`src/rtl/fp_narrow_store.sv`:
```
module fp_narrow_store (
  input  logic        clk,
  input  logic        rst_n,
  input  logic        in_valid,
  input  logic [63:0] in_dword,
  output logic        out_valid,
  output logic [31:0] out_word
);
  localparam logic [10:0] DIRECT_ABOVE = 11'd896;
  localparam logic [10:0] SUB_FLOOR    = 11'd874;
  localparam logic [10:0] SHIFT_BASE   = 11'd897;

  logic        sgn;
  logic [10:0] bexp;
  logic        is_direct, is_sub;
  logic [10:0] shamt_full;
  logic [52:0] sig_shifted;
  logic [31:0] word_next;

  assign sgn         = in_dword[63];
  assign bexp        = in_dword[62:52];
  assign is_direct   = (bexp > DIRECT_ABOVE) || (in_dword[62:0] == 63'd0);
  assign is_sub      = (bexp >= SUB_FLOOR) && (bexp <= DIRECT_ABOVE);
  assign shamt_full  = SHIFT_BASE - bexp;
  assign sig_shifted = {1'b1, in_dword[51:0]} >> shamt_full[4:0];

  always_comb begin
    if (is_direct)
      word_next = {in_dword[63:62], in_dword[58:29]};
    else if (is_sub)
      word_next = {sgn, 8'd0, sig_shifted[51:29]};
    else
      word_next = {sgn, 31'd0};
  end

  always_ff @(posedge clk) begin
    if (!rst_n) begin
      out_valid <= 1'b0;
      out_word  <= 32'd0;
    end else begin
      out_valid <= in_valid;
      if (in_valid) out_word <= word_next;
    end
  end
endmodule


```
`config.mk`:
```
export PLATFORM = sky130hd
export DESIGN_NAME = fp_narrow_store
export DESIGN_NICKNAME = d
export VERILOG_FILES = /design/src/rtl/fp_narrow_store.sv
export SDC_FILE = /design/constraint.sdc
export NUM_CORES = 1
export LEC_CHECK = 0
export BUFFER_PORTS_ARGS = -buffer_cell sky130_fd_sc_hd__buf_2
export CAP_MARGIN = 15
export CORE_MARGIN = 4
export CORE_UTILIZATION = 51
export DETAILED_ROUTE_END_ITERATION = 8
export PLACE_DENSITY = 0.81
export SKIP_CTS_REPAIR_TIMING = 1
export SLEW_MARGIN = 20
export SYNTH_ARGS = -nofsm -noshare
export SYNTH_HDL_FRONTEND = slang
export SYNTH_SLANG_ARGS = --single-unit
```
`constraint.sdc`:
```
create_clock -name clk -period 2.8 [get_ports clk]
set_input_delay 0.14 -clock clk [delete_from_list [all_inputs] [get_ports clk]]
set_output_delay 0.14 -clock clk [all_outputs]
set_load 0.05 [all_outputs]
```
==> flow_metrics.tcl, run 1 <==
set metrics [dict create \
    grt_pass1_wl_um 16890 \
    path_max_fanout 17 \
    hold_viol 0 \
    min_from "in_dword[63]" \
    hold_end "out_word[31]" \
    rsz0062_at_grt "false" \
    fin_nets 509 \
    die_h_um 84.35 \
    worst_slew_pin_slew_ps 812.6 \
    place_ws_ps 311.7 \
    setup_viol 0 \
    dieArea_um2 7115 \
    layout_min_cycle_time_ps 2276 \
    synth.distinct_cells 57 \
    cts_tree "yes" \
    path_clk_slew_ps 70 \
    cts_sinks 33 \
    worst_slack_ps 523.6 \
    antenna_cells 0 \
    yosys_warnings 0 \
    grt_max_degree 56 \
    synth_flop_cell "dfxtp_1" \
    clock_latency_ps 280 \
    yosys.area.top_type "dfxtp_1" \
    route.detailed.drc 0 \
    netlist_area_um2 2973 \
    cts-root-buf "clkbuf_8" \
    grt_pass1_vias 3160 \
    powerDensity_nw_per_um2 433.1 \
    nFillCells 490 \
    critPathArrivalTime_ps 2450 \
    core_area_um2 5574 \
    min_path_cells 3 \
    slew_headroom_pct 45.46 \
    maxCapViolCount 0 \
    multiInputGateArea_um2 2125 \
    area_growth_pct 22.22 \
    cp-startpoint "in_dword[54]" \
    final_antenna_net_count 0 \
    timing.rr.end "out_word[17]" \
    cts_max_level 2 \
    synth_fp_nets 418 \
    hpwl_um 8055 \
    drt-total-wl_um 10680 \
    start_util_pct 53.33 \
    critPathCaptureType "register" \
    async_flop_share_pct 0 \
    syn_inst 349 \
    critPathRequiredTime_ps 2980 \
    period_share_pct 81.30 \
    status "completed" \
    synth_area_leaders "dfxtp_1 (22%), mux4_2 (9.1%), o211ai_1 (5.6%), mux2_2 (4.5%), mux2i_1 (4.0%)" \
    vias 3462 \
    ys_ff_latch 33 \
    reg2reg_depth 2 \
    start_kind "input pin" \
    rr_startpoint "out_word[17]" \
    rows 27 \
    synth_top_cells_by_count "dfxtp_1 (33), nand2_1 (29), o211ai_1 (22), clkbuf_1 (16), nand3_1 (14)" \
    drt_iter0_markers 456 \
    seq_area_frac_synth_pct 22.22 \
    syn_area_per_cell_um2 8.518 \
    cts-buffers-inserted 5 \
    grtUsageTotal_pct 29.30 \
    seq_area_um2 660.6 \
    dr.pass1.iters 6 \
    fin_skew_ps 0 \
    io_pins 100 \
    yosysTopAreaCellShare_pct 22.22 \
    max_freq_mhz 439.3 \
    drive_gt1_share_pct 34.92 \
    dieWidth_um 84.35 \
    grt_antenna_before_repair 0 \
    synth-edff-count 0 \
    reg2reg_slack_ps 2130 \
    p_leak_nw 1.483 \
    grt_overflow 0 \
    wl_per_cell_um 20.82 \
    peakVddDrop_v 0.0002730 \
    numPortBuffers 99 \
    hold_path_class "input pin to register" \
    gp_congestion 1.119 \
    yosysMostFrequentCell "dfxtp_1" \
    cts_buffer_depth 2 \
    path_class "input pin to register" \
    routed_via_density 6.749 \
    drv_slew 0 \
    tns_ps 0 \
]
-- worst max path at each step --
stage                     cells past startpoint           end  slack [ps]
after global placement                        9  out_word[13]         370
final                                         9  out_word[13]         520
after global routing                          9  out_word[13]         460
after floorplan                              11   out_word[0]         330
after CTS                                     9  out_word[13]         600
after detailed placement                      9  out_word[13]         310
-- metrics by stage --
stage / std cells / cell area, µm² / total power, mW / utilization, % / hold slack [ps]
finish: 513 / 3633 / 1.573 / 65.19 / 123.2
global route: 513 / 3633 / 1.637 / 65.19 / 166.6
CTS: 513 / 3633 / 1.562 / 65.19 / 123.6
detailed placement: 505 / 3517 / 1.102 / 63.10 / 417.7
global placement: 505 / 3517 / 1.102 / 63.10 / 398.5
floorplan: 349 / 2973 / 0.9069 / - / 301.2
-- layout make-up --
| class | count | area share (%) |
|---|---|---|
| Multi-Input combinational cell | 278 | 58.47 |
| Timing Repair Buffer | 115 | 16.94 |
| Tap cell | 72 | 2.479 |
| Sequential cell | 33 | 18.18 |
| Clock buffer | 7 | 2.376 |
| Clock inverter | 1 | 0.8264 |
| Inverter | 7 | 0.7231 |
-- flip-flops by register name (all words and copies together), names as in the netlist --
name / flops
out_word: 32
out_valid: 1
-- placed cells by master, fill, tap and decap left out, types with 3 or more instances in the layout --
cell        n
buf_2      99
dfxtp_1    33
nand2_1    29
o211ai_1   22
buf_4      16
nand3_1    14
nor4_1     13
o2111ai_1  13
mux2i_1    12
o21ai_0    12
mux2_2     12
mux4_2     12
nand3b_1   12
nor2_1     11
nand2b_1   10
a31oi_1     9
o22ai_1     9
a21boi_0    8
nor2b_1     7
a222oi_1    7
nand4_1     6
nor3_1      6
o21ai_1     6
a211oi_1    6
a21oi_1     6
clkbuf_8    6
inv_1       5
and2_1      3
-- power by group --
part | internal [mW] | leakage [nW] | switching, mW | total, mW
Clock | 0.290 | 0.0585 | 0.174 | 0.464
Combinational | 0.220 | 1.15 | 0.382 | 0.602
Sequential | 0.495 | 0.271 | 0.0121 | 0.507
Total | 1.00 | 1.48 | 0.569 | 1.57
-- metal layers --
layer / GRT usage, % / wire, µm / vias up
met5: 0 / 0 / -
li1: - / - / 1576
met1: 42.15 / 4156 / 1567
met3: 5.594 / 1439 / 39
met4: 11.65 / 394 / 0
met2: 43.11 / 4689 / 280
-- kinds of logic (layout without fill, tap and decap cells) --
group	count (synthesis)	after routing	synth area share [%]
compound gates	117	117	28.49
xor+xnor	3	3	1.137
fa+ha+maj	2	2	0.8416
buf+inv	38	130	6.523
flops	33	33	22.22
mux	36	36	17.68
simple gates	120	120	23.11
-- critical path: stages --
cell     delay, ps
buf_2          150
inv_1           90
ha_1           540
buf_4          310
mux4_2         520
mux2i_1        360
o22ai_1        150
nand4_1        110
nand3_1         80
(Power assumes the default switching activity.)
==> run 2, diff against run 1 <==
Clock period 2.8 ns to 2.1 ns, I/O delays scaled along.
==> run 2 against run 1 <==
Net effect:
- global-route usage rose by 0.80 points
- via count rose by 0.90%
- final cell count grew 1.9%
- sequential power is 33% higher
- worst hold slack worse by 29 ps
- power rose by 26%
- non-clock buffer count grew 10
- setup slack got worse by 270 ps
- combinational power is 39% higher
- critical path depth decreased by 1
- die area did not move
- critical path type unchanged
==> flow_metrics.tcl, run 2 (same netlist as run 1, synthesis figures left out) <==
set metrics [dict create \
    status "completed" \
    cts_sinks 33 \
    critPathRequiredTime_ps 2310 \
    cp_slowest_cell "o21ai_0" \
    gp_congestion 1.050 \
    hold_viol 0 \
    critPathArrivalTime_ps 2060 \
    grt_pass1_vias 3391 \
    crit_chain "buf_2 -> inv_1 -> ha_4 -> and2b_1 -> a21oi_1 -> o21ai_0 -> a222oi_1 -> o211ai_1" \
    critPathBufInv 2 \
    cts_buffer_depth 2 \
    hpwl_um 8088 \
    grt_max_degree 56 \
    final_cell_mix "buf_2 (99), dfxtp_1 (33), nand2_1 (29), buf_4 (24), o211ai_1 (22)" \
    powerDensity_nw_per_um2 535.7 \
    stdcell_count 523 \
    worst_slew_pin_slew_ps 934.3 \
    cts_tree "yes" \
    rsz0062_at_grt "false" \
    fin_nets 519 \
    grt_overflow 0 \
    wl_per_cell_um 20.67 \
    clock_latency_ps 280 \
    grt_pass1_wl_um 17250 \
    dr.pass1.iters 5 \
    period_share_pct 87.97 \
    start_util_pct 53.33 \
    area_growth_pct 24.96 \
    crit_family "compound AO/OA/AOI/OAI gates" \
    start_kind "input pin" \
    path_max_fanout 7 \
    dieWidth_um 84.35 \
    final_util_pct 66.64 \
    route.detailed.drc 0 \
    die_h_um 84.35 \
    routed_via_density 6.679 \
    io_pins 100 \
    path_class "input pin to register" \
    maxCapViolCount 0 \
    mostFrequentLayoutCell "buf_2" \
    top_regs "out_word: 32 flops, out_valid: 1 flops" \
    drt_iter0_markers 455 \
    max_freq_mhz 541.3 \
    grtUsageTotal_pct 30.11 \
    placedCellCount 515 \
    setup_viol 0 \
    top_register "out_word" \
    drt-total-wl_um 10810 \
    cts_max_level 2 \
    drv_slew 0 \
    antenna_cells 0 \
    layout_min_cycle_time_ps 1847 \
    p_leak_nw 1.524 \
    peakVddDrop_v 0.0002705 \
    dieArea_um2 7115 \
    path_clk_slew_ps 70 \
    critPathCaptureType "register" \
    drive_gt1_share_pct 36.81 \
    cts-buffers-inserted 5 \
    slew_headroom_pct 37.06 \
    hold_path_class "input pin to register" \
    reg2reg_slack_ps 1410 \
    core_area_um2 5574 \
    rows 27 \
    numPortBuffers 99 \
    vias 3493 \
    slowest_delay_ps 730 \
    largest_register_ff_count 32 \
    final_antenna_net_count 0 \
    grt_antenna_before_repair 0 \
    cts-root-buf "clkbuf_8" \
    fin_skew_ps 0 \
]
[run 2: cell types whose count changed in the layout (fill, tap and decap cells not counted)]
cell	previous run	this run
inv_4	0	1
buf_12	0	2
ha_4	0	1
ha_1	2	1
clkinv_2	0	2
buf_4	16	24
bufinv_16	1	0
inv_1	5	4
clkbuf_8	6	5
[run 2: final timing paths]
check                    start           end  cells after the start
hold reg to reg   out_word[13]  out_word[13]                      2
hold / removal    in_dword[63]  out_word[31]                      3
setup reg to reg  out_word[16]  out_word[16]                      2
setup / recovery  in_dword[54]   out_word[0]                      8
[run 2: stage by stage]
step	worst slack, ps	setup TNS, ps	area [µm²]	hold slack (ps)	power [mW]
2_1_floorplan	-16.02	-16.02	3024	266.2	1.225
3_3_place_gp	85.23	0	3632	365.4	1.494
3_5_place_dp	14.50	0	3632	392.6	1.503
4_1_cts	294.5	0	3715	97.28	1.972
6_report	252.5	0	3715	94.13	1.990
5_1_grt	195.5	0	3715	99.75	2.086
[run 2: area by class of cell]
class                      instances  area (µm²)
multi-input combinational        278        2137
sequential                        33       660.6
clock inverter                     2       10.01
inverter                           7       28.78
clock buffer                       6       72.57
timing repair buffer             125       715.7
tap                               72       90.09
fill                             492        1859
[run 2: routing by layer]
layer	track usage [%]	up-vias	share of wire [%]
met3	10.70	29	13
met5	0	-	0
met2	44.55	236	44
li1	-	1602	-
met4	11.22	0	2.7
met1	40.36	1626	40
[run 2: report_power, final]
group	internal (mW)	switching, mW	total, mW
Sequential	0.660	0.0154	0.675
Clock	0.230	0.247	0.476
Combinational	0.321	0.518	0.839
Total	1.21	0.780	1.99
[run 2: worst reg2reg max path, delay by kind of cell, from the launching register on]
family         cells  cell delay [ps]
flip-flops         1              350
AO/OA/AOI/OAI      2              260
==> run 3, diff against run 2 <==
Settings changed: ABC_AREA from default to 1, CORE_UTILIZATION 51 to 52, PLACE_DENSITY 0.81 to 0.82, SLEW_MARGIN 20 to default.
==> run 3 against run 2 <==
Net effect:
- die area increased by 1.6%
- synthesized cell count increased by 66%
- maximum frequency increased by 30%
- clock power rose by 33%
- largest cell class unchanged
==> flow_metrics.tcl, run 3 <==
set metrics [dict create \
    status "completed" \
    timing.rr.end "out_word[20]" \
    nFillCells 565 \
    seq_area_um2 660.6 \
    final_area_um2 3647 \
    yosys.area.top_type "nand2_1" \
    multiInputGateArea_um2 2066 \
    top_register "out_word" \
    holdWs_ps 33.55 \
    drive_gt1_share_pct 20.36 \
    critPathArrivalTime_ps 1660 \
    dpl-instance-area_um2 3527 \
    grt_pass1_wl_um 16240 \
    hold_viol 0 \
    final_antenna_net_count 0 \
    synth_flop_cell "dfxtp_1" \
    netlist_area_um2 3084 \
    grt_overflow 0 \
    syn_area_per_cell_um2 5.327 \
    place_ws_ps 406.2 \
    start_kind "input pin" \
    fin_nets 731 \
    grt_max_degree 32 \
    async_flop_share_pct 0 \
    cts-buffers-inserted 5 \
    core_area_um2 5642 \
    drt-total-wl_um 10090 \
    path_clk_slew_ps 70 \
    peakVddDrop_v 0.0006909 \
    rows 27 \
    cts_buffer_depth 2 \
    maxCapViolCount 0 \
    slew_headroom_pct 69.79 \
    reg2reg_slack_ps 1380 \
    yosysMostFrequentCell "nand2_1" \
    endpoint "out_word[18]" \
    clock_latency_ps 290 \
    route.detailed.drc 0 \
    reg2reg_depth 4 \
    io_pins 100 \
    dr.pass1.iters 5 \
    p_leak_nw 2.044 \
    synth.distinct_cells 24 \
    dieArea_um2 7228 \
    rsz0062_at_grt "false" \
    yosysTopAreaCellShare_pct 25.07 \
    cts_tree "yes" \
    synth_top_cells_by_count "nand2_1 (206), nand3_1 (112), nor2_1 (93), dfxtp_1 (33), inv_1 (33)" \
    total_power_mw 2.176 \
    gp_congestion 0.9379 \
    final_cell_mix "nand2_1 (206), nand3_1 (112), buf_2 (99), nor2_1 (93)" \
    syn_inst 579 \
    yosys_warnings 0 \
    drv_slew 0 \
    synth_area_leaders "nand2_1 (25%), dfxtp_1 (21%), nand3_1 (18%), nor2_1 (11%), inv_1 (4.0%)" \
    max_freq_mhz 701.4 \
    grt_pass1_vias 3534 \
    grtUsageTotal_pct 27.62 \
    synth-edff-count 0 \
    critPathRequiredTime_ps 2340 \
    cts_max_level 2 \
    worst_slack_ps 674.2 \
    cp-startpoint "in_dword[53]" \
    antenna_cells 0 \
    tns_ps 0 \
    seq_area_frac_synth_pct 21.42 \
    start_util_pct 54.67 \
    dieWidth_um 85.02 \
    layout_min_cycle_time_ps 1426 \
    path_class "input pin to register" \
    powerDensity_nw_per_um2 596.7 \
    vias 4024 \
    largest_register_ff_count 32 \
    top_regs "out_word: 32 flops, out_valid: 1 flops" \
    fin_skew_ps 0 \
    grt_antenna_before_repair 0 \
    critPathCaptureType "register" \
    area_growth_pct 18.26 \
    cts-root-buf "clkbuf_8" \
    mostFrequentLayoutCell "nand2_1" \
    numPortBuffers 99 \
    hpwl_um 7750 \
    drt_iter0_markers 316 \
    period_share_pct 67.90 \
    rr_startpoint "out_word[20]" \
    setup_viol 0 \
    hold_path_class "input pin to register" \
    routed_via_density 5.475 \
    die_h_um 85.02 \
    worst_slew_pin_slew_ps 452.6 \
    synth_fp_nets 648 \
    ys_ff_latch 33 \
    cts_sinks 33 \
    wl_per_cell_um 13.73 \
    path_max_fanout 30 \
]
[run 3: cell count changes after synthesis, sizes merged, moves of 13 or more]
cell / previous run / this run
o211ai: 22 / 0
nand2: 29 / 217
nor2: 11 / 96
inv: 5 / 38
nand3: 14 / 112
o2111ai: 13 / 0
nor4: 16 / 0
[run 3: layout make-up]
cell class	count	share of cell area, %
Multi-Input combinational cell	476	56.64
Clock buffer	6	2.264
Clock inverter	2	1.029
Inverter	38	4.048
Timing Repair Buffer	108	15.44
Tap cell	72	2.470
Sequential cell	33	18.11
[run 3: worst min path at each step]
stage,cells after the start,slack [ps],startpoint,endpoint
after CTS,3,30,in_dword[63],out_word[31]
after global routing,3,70,in_dword[63],out_word[31]
after floorplan,2,240,in_dword[63],out_word[31]
after global placement,3,340,in_dword[63],out_word[31]
after detailed placement,3,340,in_dword[63],out_word[31]
final,3,30,in_dword[63],out_word[31]
[run 3: cells by family (layout without fill, tap and decap cells)]
group,after synthesis,count (layout),share of synthesized area (%)
and+or+nand+nor,433,433,59.51
DFF,33,33,21.42
AOI/OAI and AO/OA,41,41,6.653
buffers and inverters,70,154,11.60
adders and majority gates,2,2,0.8112
[run 3: critical path, stage by stage]
cell	delay, ps
buf_2	130
inv_6	50
buf_4	280
nand2_2	120
nor2_1	120
nand2_1	60
nor2_1	90
nand2_1	100
nand2_4	290
nand2_1	100
nand3_1	110
nand2_1	60
inv_1	40
[run 3: through the flow]
| step | instances | util, % |
|---|---|---|
| CTS | 735 | 64.65 |
| finish | 735 | 64.65 |
| detailed placement | 727 | 62.52 |
| floorplan | 579 | - |
| global placement | 727 | 62.52 |
| global route | 735 | 64.65 |
[run 3: power by group]
part / internal (mW) / switching (mW) / total, mW
clock: 0.386 / 0.249 / 0.635
combinational: 0.254 / 0.597 / 0.851
sequential: 0.670 / 0.0206 / 0.691
[run 3: layer usage]
layer	GRT usage (%)	part of all wire, %	vias up
met2	46.96	48	204
met4	11.08	3.3	0
met3	5.340	9.3	33
li1	-	-	2010
met5	0	0	-
met1	34.10	40	1777
